$ cat config.mk
export PLATFORM = sky130hd
export DESIGN_NAME = page_commit_buf
export DESIGN_NICKNAME = d
export VERILOG_FILES = /design/src/rtl/pgw_pkg.sv /design/src/rtl/pgw_page_store.sv /design/src/rtl/pgw_cycle_timer.sv /design/src/rtl/pgw_commit_ctrl.sv /design/src/rtl/page_commit_buf.sv
export SDC_FILE = /design/constraint.sdc
export NUM_CORES = 1
export LEC_CHECK = 0
export ABC_AREA = 1
export ABC_CLOCK_PERIOD_IN_PS = 2800
export BUFFER_PORTS_ARGS = -buffer_cell sky130_fd_sc_hd__buf_4
export CAP_MARGIN = 20
export CORE_MARGIN = 10
export CORE_UTILIZATION = 60
export DETAILED_ROUTE_END_ITERATION = 10
export HOLD_SLACK_MARGIN = 0.06
export PLACE_DENSITY = 0.89
export RECOVER_POWER = 25
export REMOVE_ABC_BUFFERS = 1
export SLEW_MARGIN = 20
export SYNTH_ARGS = -nofsm -noshare
export SYNTH_HDL_FRONTEND = slang
export SYNTH_SLANG_ARGS = --single-unit
$ cat constraint.sdc
create_clock -name clk -period 2.8 [get_ports clk]
set_clock_uncertainty 0.2 [all_clocks]
set_input_delay 0.56 -clock clk [delete_from_list [all_inputs] [get_ports clk]]
set_output_delay 0.56 -clock clk [all_outputs]
set_load 0.05 [all_outputs]
$ cat src/rtl/pgw_pkg.sv
// Shared types for the page write buffer.
package pgw_pkg;
    // Commit controller state: collecting bytes, or running the timed write.
    typedef enum logic {
        PGW_IDLE = 1'b0,
        PGW_RUN  = 1'b1
    } pgw_state_e;
endpackage

$ cat src/rtl/pgw_page_store.sv
// Page buffer: one register slot per in-page offset, plus a valid mask.
// Assumes the caller never asserts accept together with clear_req, and
// that load_req wins over byte_req in the same cycle.
module pgw_page_store #(
    parameter int DATA_W    = 8,
    parameter int PAGE_BITS = 5,
    parameter int HI_W      = 8
) (
    input  logic                 clk,
    input  logic                 rst_n,
    input  logic                 accept,
    input  logic                 load_req,
    input  logic [HI_W-1:0]      load_hi,
    input  logic [PAGE_BITS-1:0] load_off,
    input  logic                 byte_req,
    input  logic [DATA_W-1:0]    byte_in,
    input  logic                 clear_req,
    input  logic [PAGE_BITS-1:0] rd_off,
    output logic [DATA_W-1:0]    rd_data,
    output logic                 rd_vld,
    output logic [HI_W-1:0]      page_hi,
    output logic                 any_valid
);
    localparam int PAGE_SIZE = 1 << PAGE_BITS;

    logic [PAGE_SIZE-1:0]        vmask_q;
    logic [PAGE_BITS-1:0]        wr_off_q;
    logic [HI_W-1:0]             page_q;
    logic [PAGE_SIZE*DATA_W-1:0] slots_flat;
    logic                        take_byte;

    assign take_byte = accept && !load_req && byte_req;

    // Pointer, page and valid-mask update.
    always_ff @(posedge clk) begin
        if (!rst_n) begin
            vmask_q  <= '0;
            wr_off_q <= '0;
            page_q   <= '0;
        end else if (clear_req) begin
            vmask_q <= '0;
        end else if (accept && load_req) begin
            page_q   <= load_hi;
            wr_off_q <= load_off;
            vmask_q  <= '0;
        end else if (take_byte) begin
            vmask_q[wr_off_q] <= 1'b1;
            wr_off_q          <= wr_off_q + 1'b1;
        end
    end

    // One data register per offset.
    for (genvar g = 0; g < PAGE_SIZE; g++) begin : g_slot
        logic [DATA_W-1:0] cell_q;
        // Capture the byte aimed at this offset.
        always_ff @(posedge clk) begin
            if (!rst_n)
                cell_q <= '0;
            else if (take_byte && (wr_off_q == PAGE_BITS'(g)))
                cell_q <= byte_in;
        end
        assign slots_flat[g*DATA_W +: DATA_W] = cell_q;
    end

    assign rd_data   = slots_flat[rd_off*DATA_W +: DATA_W];
    assign rd_vld    = vmask_q[rd_off];
    assign page_hi   = page_q;
    assign any_valid = |vmask_q;


    no_page_drift_chk: assert property (@(posedge clk) disable iff (!rst_n)
        (!(accept && load_req)) |=> $stable(page_hi));


    mask_empty_after_clear_chk: assert property (@(posedge clk) disable iff (!rst_n)
        clear_req |=> !any_valid);
endmodule

$ cat src/rtl/pgw_cycle_timer.sv
// Down-counter that models the self-timed write period.
// Assumes CYCLES >= 1; zero is high once the loaded count has run out.
module pgw_cycle_timer #(
    parameter int CYCLES = 64
) (
    input  logic clk,
    input  logic rst_n,
    input  logic load,
    input  logic run,
    output logic zero
);
    localparam int CNT_W = (CYCLES > 1) ? $clog2(CYCLES) : 1;
    localparam logic [CNT_W-1:0] LOAD_VAL = CNT_W'(CYCLES - 1);

    logic [CNT_W-1:0] cnt_q;

    // Load at commit start, then count down to zero.
    always_ff @(posedge clk) begin
        if (!rst_n)
            cnt_q <= '0;
        else if (load)
            cnt_q <= LOAD_VAL;
        else if (run && (cnt_q != '0))
            cnt_q <= cnt_q - 1'b1;
    end

    assign zero = (cnt_q == '0);
endmodule

$ cat src/rtl/pgw_commit_ctrl.sv
// Commit controller: decides at a stop whether to launch or cancel, then
// scans the page offsets in ascending order while the timer runs.
// Assumes WRITE_CYCLES >= 2**PAGE_BITS so the scan ends before the cycle does.
module pgw_commit_ctrl
    import pgw_pkg::*;
#(
    parameter int PAGE_BITS = 5
) (
    input  logic                 clk,
    input  logic                 rst_n,
    input  logic                 stop_req,
    input  logic                 wp_lvl,
    input  logic                 low_vdd,
    input  logic                 have_data,
    input  logic                 tmr_zero,
    output logic                 busy,
    output logic                 launch,
    output logic                 cancel,
    output logic                 done,
    output logic                 scan_act,
    output logic [PAGE_BITS-1:0] scan_off
);
    pgw_state_e           state_q;
    logic [PAGE_BITS:0]   scan_q;
    logic                 idle;
    logic                 veto;

    // Launch/cancel decision, taken only in the stop cycle.
    always_comb begin
        idle     = (state_q == PGW_IDLE);
        veto     = wp_lvl || low_vdd || !have_data;
        launch   = idle && stop_req && !veto;
        cancel   = idle && stop_req && veto;
        done     = !idle && tmr_zero;
        busy     = !idle;
        scan_act = !idle && !scan_q[PAGE_BITS];
        scan_off = scan_q[PAGE_BITS-1:0];
    end

    // State and offset-scan register update.
    always_ff @(posedge clk) begin
        if (!rst_n) begin
            state_q <= PGW_IDLE;
            scan_q  <= '0;
        end else begin
            if (launch)
                state_q <= PGW_RUN;
            else if (done)
                state_q <= PGW_IDLE;
            if (launch)
                scan_q <= '0;
            else if (scan_act)
                scan_q <= scan_q + 1'b1;
        end
    end


    wp_blocks_cycle_chk: assert property (@(posedge clk) disable iff (!rst_n)
        (stop_req && !busy && wp_lvl) |=> !busy);


    low_supply_blocks_chk: assert property (@(posedge clk) disable iff (!rst_n)
        (stop_req && !busy && low_vdd) |=> !busy);
endmodule

$ cat src/rtl/page_commit_buf.sv
// Top: page write buffer with stop-triggered commit and timed busy window.
// Assumes the slave engine delivers one strobe per cycle at most; when a
// stop and a byte coincide, the stop wins and the byte is dropped.
module page_commit_buf #(
    parameter int ADDR_W       = 13,
    parameter int DATA_W       = 8,
    parameter int PAGE_BITS    = 5,
    parameter int WRITE_CYCLES = 64
) (
    input  logic              clk,
    input  logic              rst_n,
    input  logic              load_addr,
    input  logic [ADDR_W-1:0] start_addr,
    input  logic              byte_vld,
    input  logic [DATA_W-1:0] byte_data,
    input  logic              byte_abort,
    input  logic              stop_strb,
    input  logic              wp_lvl,
    input  logic              low_vdd,
    output logic              arr_we,
    output logic [ADDR_W-1:0] arr_addr,
    output logic [DATA_W-1:0] arr_wdata,
    output logic              busy
);
    localparam int HI_W      = ADDR_W - PAGE_BITS;
    localparam int PAGE_SIZE = 1 << PAGE_BITS;
    localparam int RUN_W     = $clog2(WRITE_CYCLES + 2);

    logic                 accept;
    logic                 launch, cancel, done, scan_act, tmr_zero;
    logic                 rd_vld, any_valid;
    logic [PAGE_BITS-1:0] scan_off;
    logic [DATA_W-1:0]    rd_data;
    logic [HI_W-1:0]      page_hi;

    assign accept = !busy && !stop_strb;

    pgw_page_store #(
        .DATA_W(DATA_W), .PAGE_BITS(PAGE_BITS), .HI_W(HI_W)
    ) u_store (
        .clk(clk), .rst_n(rst_n), .accept(accept),
        .load_req(load_addr),
        .load_hi(start_addr[ADDR_W-1:PAGE_BITS]),
        .load_off(start_addr[PAGE_BITS-1:0]),
        .byte_req(byte_vld), .byte_in(byte_data),
        .clear_req(cancel || done),
        .rd_off(scan_off), .rd_data(rd_data), .rd_vld(rd_vld),
        .page_hi(page_hi), .any_valid(any_valid)
    );

    pgw_commit_ctrl #(.PAGE_BITS(PAGE_BITS)) u_ctrl (
        .clk(clk), .rst_n(rst_n), .stop_req(stop_strb),
        .wp_lvl(wp_lvl), .low_vdd(low_vdd), .have_data(any_valid),
        .tmr_zero(tmr_zero), .busy(busy), .launch(launch),
        .cancel(cancel), .done(done), .scan_act(scan_act),
        .scan_off(scan_off)
    );

    pgw_cycle_timer #(.CYCLES(WRITE_CYCLES)) u_timer (
        .clk(clk), .rst_n(rst_n), .load(launch), .run(busy),
        .zero(tmr_zero)
    );

    assign arr_we    = scan_act && rd_vld;
    assign arr_addr  = {page_hi, scan_off};
    assign arr_wdata = rd_data;

    // Checker state: length of the current busy run and writes within it.
    logic [RUN_W-1:0]   run_len_q;
    logic [PAGE_BITS+1:0] wr_cnt_q;

    // Track busy length and number of writes for the checks below.
    always_ff @(posedge clk) begin
        if (!rst_n || !busy) begin
            run_len_q <= '0;
            wr_cnt_q  <= '0;
        end else begin
            run_len_q <= run_len_q + 1'b1;
            if (arr_we)
                wr_cnt_q <= wr_cnt_q + 1'b1;
        end
    end


    busy_length_chk: assert property (@(posedge clk) disable iff (!rst_n)
        $fell(busy) |-> (run_len_q == RUN_W'(WRITE_CYCLES)));


    start_on_stop_chk: assert property (@(posedge clk) disable iff (!rst_n)
        $rose(busy) |-> $past(stop_strb));


    write_in_cycle_chk: assert property (@(posedge clk) disable iff (!rst_n)
        arr_we |-> busy);


    ascending_order_chk: assert property (@(posedge clk) disable iff (!rst_n)
        (arr_we && $past(arr_we)) |->
            (arr_addr[PAGE_BITS-1:0] > $past(arr_addr[PAGE_BITS-1:0])));


    write_count_chk: assert property (@(posedge clk) disable iff (!rst_n)
        wr_cnt_q <= (PAGE_BITS+2)'(PAGE_SIZE));


    page_hold_chk: assert property (@(posedge clk) disable iff (!rst_n)
        (busy && $past(busy)) |-> $stable(arr_addr[ADDR_W-1:PAGE_BITS]));


    abort_empty_chk: assert property (@(posedge clk) disable iff (!rst_n)
        (stop_strb && byte_abort && !busy && !any_valid) |=> !busy);
endmodule

==> impl_metrics.toml, run 1 <==
[final_layout]
diodes = 0
seq_area_sq_mm = 0.00629
layout-drive-gt1-share = 0.104
multiInputGateArea_sq_mm = 0.00690
n_fill_cell = 1715
syn_to_final_growth_pct = 16.8
fin_nets = 2149

[floorplan]
die_area_sq_mm = 0.0300
pin_count = 52
core_area_sq_mm = 0.0228
die_h_um = 173
row_count = 55
start_util = 0.616
die_x_um = 173

[synth]
seq_area_frac_synth = 0.447
synth.most_common_cell = "nor2_1"
postSynth.asyncResetShare = 0
synth-edff-count = 0
ys_seq_elements = 314
yosys_warnings = 0
ys_top_cells_by_count = "nor2_1 (737), o21ai_0 (403), dfxtp_1 (314)"
synthFlopType = "dfxtp_1"
synthCells = 2103
syn_area_sq_mm = 0.0141
synthDistinctLibCells = 32
synthTopCellsByArea = "dfxtp_1 (45%), nor2_1 (20%), o21ai_0 (14%)"
synth_top_area_cell = "dfxtp_1"
synth_top_cell_area_share = 0.447
avgSynthCellArea_sq_um = 6.69

[drt]
detail-route-antenna-nets = 0
drt_iter0_markers = 2178
drc = 0
vias = 14600
wirelength_mm = 43.4
avgRoutedWirePerCell_um = 17.7
first_pass_iters = 9
viasPerCell = 5.95

[setup_path]
cp_max_fo = 21
cp_cell_sequence = "clkinv_1 -> buf_6 -> buf_4 -> nor2_1 -> o21ai_0 -> a21oi_1 -> nor2_2 -> nand2_1 -> nand2_1 -> inv_1 -> buf_6"
cp_slowest_stage_delay_ns = 0.39
crit_required_ns = 2.04
critPathKind = "reg -> out"
worstPathArrival_ns = 2.31
path_buf_inv = 5
crit_family = "buffers and inverters"
worstSetupStartpointType = "register"
crit_path_end_kind = "primary output"
cp_slowest_cell = "dfxtp_4"

[min_path]
hp-class = "in -> reg"

[clock_tree]
insertion_delay_ns = 0.52
clk_pin_slew_ns = 0.06
cts_inserted_buffers = 34
clk_path_buf_depth = 3
cts.sinks = 314
htreeDepth = 2
cts_tree = "built"
cts_root_buffer = "clkbuf_16"

[global_route]
grt.busiest_layer = "met2"
grtUsageMet2 = 0.418
grt.overflow.total = 0
grt_max_degree = 183
grt_pass1_wl_mm = 66.6
grtUsageTotal = 0.261
grt_pass1_vias = 13400
antenna_found_initial = 0
grt_use_met3 = 0.0603
grt_use_met1 = 0.318

[timing]
fmax_mhz = 325
setup_slack_ns = -0.274
whs_ns = 0.0991
fin_crit_sh = 1.10
slew_headroom = 0.501
drv_slew = 0
period_needed_ns = 3.07
setup_violations = 27
rsz0062_at_grt = "yes"
tightest_slew_ns = 0.748
hold_viol_final = 0

[power]
pwr-share-seq = 0.456
switching_share = 0.224
clockPowerShare = 0.493
internal_power_mw = 7.70
combPwrFrac = 0.051
power_switching_mw = 2.22
p_leak_nw = 6.46
vdd_drop_max_mv = 0.464
powerDensity_mw_per_mm2 = 604

[status]
outcome = "finished with violations"
violations = "negative setup slack"

[placement]
pre_cts_slack_ns = 0.273
gp_congestion = 0.911
port_buffers = 50
dp_hpwl_mm = 23.8

[job]
max_cap_violations = 0
==> area by class of cell <==
| class | instances | area share |
|---|---|---|
| Multi-Input combinational cell | 1536 | 0.420 |
| Sequential cell | 314 | 0.383 |
| Timing Repair Buffer | 101 | 0.0689 |
| Clock buffer | 47 | 0.0609 |
| Inverter | 125 | 0.0296 |
| Tap cell | 313 | 0.0238 |
| Clock inverter | 13 | 0.0135 |
==> cells in the final DEF, fill, tap and decap left out, types with 7 or more instances in the layout <==
| cell type | Yosys | routed |
|---|---|---|
| nor2_1 | 737 | 724 |
| o21ai_0 | 403 | 354 |
| dfxtp_1 | 314 | 312 |
| nand2_1 | 178 | 166 |
| inv_1 | 90 | 90 |
| a21oi_1 | 78 | 72 |
| nand3_1 | 56 | 54 |
| buf_4 | 5 | 49 |
| o21ai_1 | 4 | 46 |
| clkbuf_16 | 0 | 41 |
| o211ai_1 | 40 | 40 |
| inv_2 | 25 | 23 |
| nand2_2 | 5 | 17 |
| clkbuf_1 | 94 | 17 |
| buf_6 | 0 | 16 |
| nor2_2 | 4 | 13 |
| clkinv_1 | 10 | 10 |
| buf_16 | 0 | 10 |
| ha_1 | 8 | 8 |
| clkbuf_8 | 0 | 8 |
| o21ai_2 | 0 | 7 |
==> sequential cells by signal, summed over array words and instances (netlist names) <==
name,count
u_store.vmask_q,32
u_store.g_slot.cell_q,256
u_ctrl.scan_q,6
u_timer.cnt_q,6
u_store.page_hi,8
u_ctrl.busy,1
u_store.wr_off_q,5
==> cell families (layout without fill, tap and decap cells) <==
group	count (synthesis)	in the layout	share of synthesized area
flip-flops	314	314	0.447
AO/OA/AOI/OAI	529	529	0.196
buffers and inverters	253	286	0.0710
XOR/XNOR	5	5	0.00311
adder cells (fa/ha/maj)	8	8	0.00711
AND/OR/NAND/NOR	994	994	0.276
==> worst register-to-register path: stages (launching register included) <==
cell and delay, ns:
dfxtp_1 0.37, nor2_1 0.16, nand3_1 0.34, nor2_2 0.20, clkbuf_1 0.57, nand2_1 0.38
inv_1 0.35, nor2_1 0.10, nor2_1 0.13
==> power by group through the flow <==
stage | logic (mW) | registers, mW | clock network (mW)
2_1_floorplan | 0.230 | 4.65 | 0
3_3_place_gp | 0.471 | 4.62 | 0
3_5_place_dp | 0.482 | 4.62 | 0
4_1_cts | 0.497 | 4.52 | 4.90
5_1_grt | 0.554 | 4.53 | 5.09
6_report | 0.507 | 4.52 | 4.89
==> layer usage <==
layer,wire [um],vias up
li1,-,6795
met1,16200,6604
met2,19700,969
met3,5110,215
met4,2400,0
met5,0,-
==> final timing paths <==
kind              cells past startpoint                      endpoint                          from  slack (ns)
setup reg to reg                      8   u_store.g_slot[0].cell_q[5]                   u_ctrl.busy       -0.07
hold reg to reg                       2  u_store.g_slot[31].cell_q[6]  u_store.g_slot[31].cell_q[6]        0.25
hold / removal                        3            u_store.page_hi[4]                 start_addr[9]         0.1
setup / recovery                     11                  arr_wdata[0]              u_ctrl.scan_q[1]       -0.27
==> per-stage QoR <==
step | utilization | instance area [sq um] | instances | total power, mW | TNS (ns)
6_report | 0.719 | 16400 | 2449 | 9.92 | -2.35
5_1_grt | 0.719 | 16400 | 2449 | 10.2 | -9.77
4_1_cts | 0.709 | 16200 | 2435 | 9.92 | -1.37
3_5_place_dp | 0.639 | 14600 | 2366 | 5.10 | 0
3_3_place_gp | 0.639 | 14600 | 2366 | 5.09 | 0
2_1_floorplan | - | 13500 | 1975 | 4.88 | -57.18
==> timing repair <==
action / 4_1_cts / 5_1_grt
endpoints found under the setup margin: 9 / 9
setup buffers: 3 / 6
hold endpoints to repair: 0 / 0
pin swaps: 15 / 28
gates cloned: 6 / 9
resized for setup: 78 / 60
hold buffers: 0 / 0
Note: power is estimated with default switching activity, not from simulation.
==> inputs of run 2 (changes only) <==
Settings changed: HOLD_SLACK_MARGIN 0.06 to 0.02, PLACE_DENSITY 0.89 to default, PLACE_DENSITY_LB_ADDON from default to 0.08.
==> run 2 against run 1 <==
The run still ends with negative setup slack left. Critical path depth fell by 1. Combinational power up 2%. Setup slack gained 0.050 ns. Count of clock-buffer cells in the layout increased by 9. Register-to-register slack barely moved. Via count is 4.6% lower. Clock power is 10% lower. Global-route usage rose by 0.65 points. Largest cell class unchanged. Largest power group is now registers. Highest routed layer is now met5.
==> impl_metrics.toml, run 2 (synthesized netlist as in run 1, its figures left out) <==
[timing]
setup_slack_ns = -0.224
slew_headroom = 0.451
hold_viol_final = 0
setup_violations = 36
period_needed_ns = 3.02
whs_ns = 0.0730
rsz0062_at_grt = "yes"
tightest_slew_ns = 0.823
fin_crit_sh = 1.08
drv_slew = 0
fmax_mhz = 331

[power]
p_leak_nw = 6.42
vdd_drop_max_mv = 0.523
powerDensity_mw_per_mm2 = 577
p_total_mw = 9.43

[clock_tree]
insertion_delay_ns = 0.51
clk_path_buf_depth = 3
clk_pin_slew_ns = 0.06
cts_tree = "built"
htreeDepth = 2
cts_root_buffer = "clkbuf_16"
cts_inserted_buffers = 34
cts.sinks = 314

[drt]
viasPerCell = 5.66
drt_iter0_markers = 1497
detail-route-antenna-nets = 0
avgRoutedWirePerCell_um = 17.3
wirelength_mm = 42.5
vias = 13900
drc = 0
first_pass_iters = 6

[placement]
port_buffers = 50
gp_congestion = 0.937
dp_hpwl_mm = 24.9
place_area_sq_mm = 0.0148

[floorplan]
row_count = 55
pin_count = 52
die_x_um = 173
die_area_sq_mm = 0.0300
die_h_um = 173
start_util = 0.616
core_area_sq_mm = 0.0228

[status]
violations = "negative setup slack"
outcome = "finished with violations"

[setup_path]
crit_path_end_kind = "primary output"
cp_max_fo = 15
rrSetupSlack_ns = -0.06
worstPathArrival_ns = 2.26
crit_required_ns = 2.04
worstSetupStartpointType = "register"
critPathKind = "reg -> out"

[global_route]
grt_pass1_vias = 12800
grtUsageTotal = 0.268
grt.overflow.total = 0
grtUsageMet2 = 0.436
grt_use_met1 = 0.343
antenna_found_initial = 1
grt_pass1_wl_mm = 66.6
grt.busiest_layer = "met2"
grt_max_degree = 141
grt_use_met3 = 0.0494

[min_path]
hp-class = "in -> reg"

[final_layout]
regMostFlops = "u_store.g_slot.cell_q"
mostFrequentLayoutCells = "nor2_1 (721), o21ai_0 (364), dfxtp_1 (311)"
layout_commonest_cell = "nor2_1"
final_area_sq_mm = 0.0163
syn_to_final_growth_pct = 16.2
diodes = 0
largest_reg_flops = 256
layout-drive-gt1-share = 0.100
fin_util = 0.715
fin_nets = 2156

[job]
max_cap_violations = 0
[run 2: cell count changes in the layout (fill, tap and decap cells not counted), sizes merged]
cell      previous run  this run
clkbuf              67        79
bufbuf               0         2
buf                 81        83
bufinv               6         1
clkinvlp             2         1
clkinv              16        14
[run 2: final timing paths]
| kind | cells past startpoint | endpoint | startpoint |
|---|---|---|---|
| max reg2reg | 8 | u_store.vmask_q[16] | u_ctrl.busy |
| min | 3 | u_timer.cnt_q[3] | rst_n |
| min reg2reg | 2 | u_store.g_slot[30].cell_q[2] | u_store.g_slot[30].cell_q[2] |
| max | 10 | arr_wdata[4] | u_ctrl.scan_q[0] |
[run 2: worst max-delay path: stages, from the launching register on]
cell,delay (ns)
dfxtp_4,0.45
buf_12,0.17
nor2_1,0.05
nor2_1,0.11
o21ai_0,0.12
o211ai_1,0.16
nand3_1,0.20
nand2_2,0.18
nand2_1,0.08
inv_1,0.07
buf_6,0.15
[run 2: layer usage]
| metal | vias to the layer above | share of wire |
|---|---|---|
| met5 | - | 0.00031 |
| met4 | 2 | 0.035 |
| met3 | 113 | 0.083 |
| met2 | 588 | 0.46 |
| met1 | 6402 | 0.42 |
| li1 | 6813 | - |
[run 2: final cells by class]
cell class | instances | area (sq um)
clock buffers | 56 | 1030
repair buffers | 108 | 1180
multi-input cells | 1536 | 6910
inverters | 125 | 480
flip-flops and latches | 314 | 6290
clock inverters | 5 | 53.8
fillers | 2023 | 6500
well taps | 313 | 392
[run 2: timing repair]
item,in CTS,in global routing
buffers inserted,4,2
gates resized for setup,59,72
gates cloned,5,4
pin swaps,10,27
hold buffers,0,0
endpoints found under the setup margin,9,9
[run 2: power by group]
group | internal, mW | total (mW) | switching, mW
Clock | 2.60 | 4.39 | 1.79
Combinational | 0.148 | 0.516 | 0.367
Sequential | 4.50 | 4.52 | 0.0246
Total | 7.25 | 9.43 | 2.18
[run 2: through the flow]
step           worst slack [ns]  setup TNS (ns)  instances
2_1_floorplan             -4.91          -57.18       1975
3_3_place_gp              0.184               0       2382
4_1_cts                  -0.197           -1.57       2452
3_5_place_dp              0.157               0       2382
6_report                 -0.224           -2.17       2457
5_1_grt                  -0.282           -4.71       2457
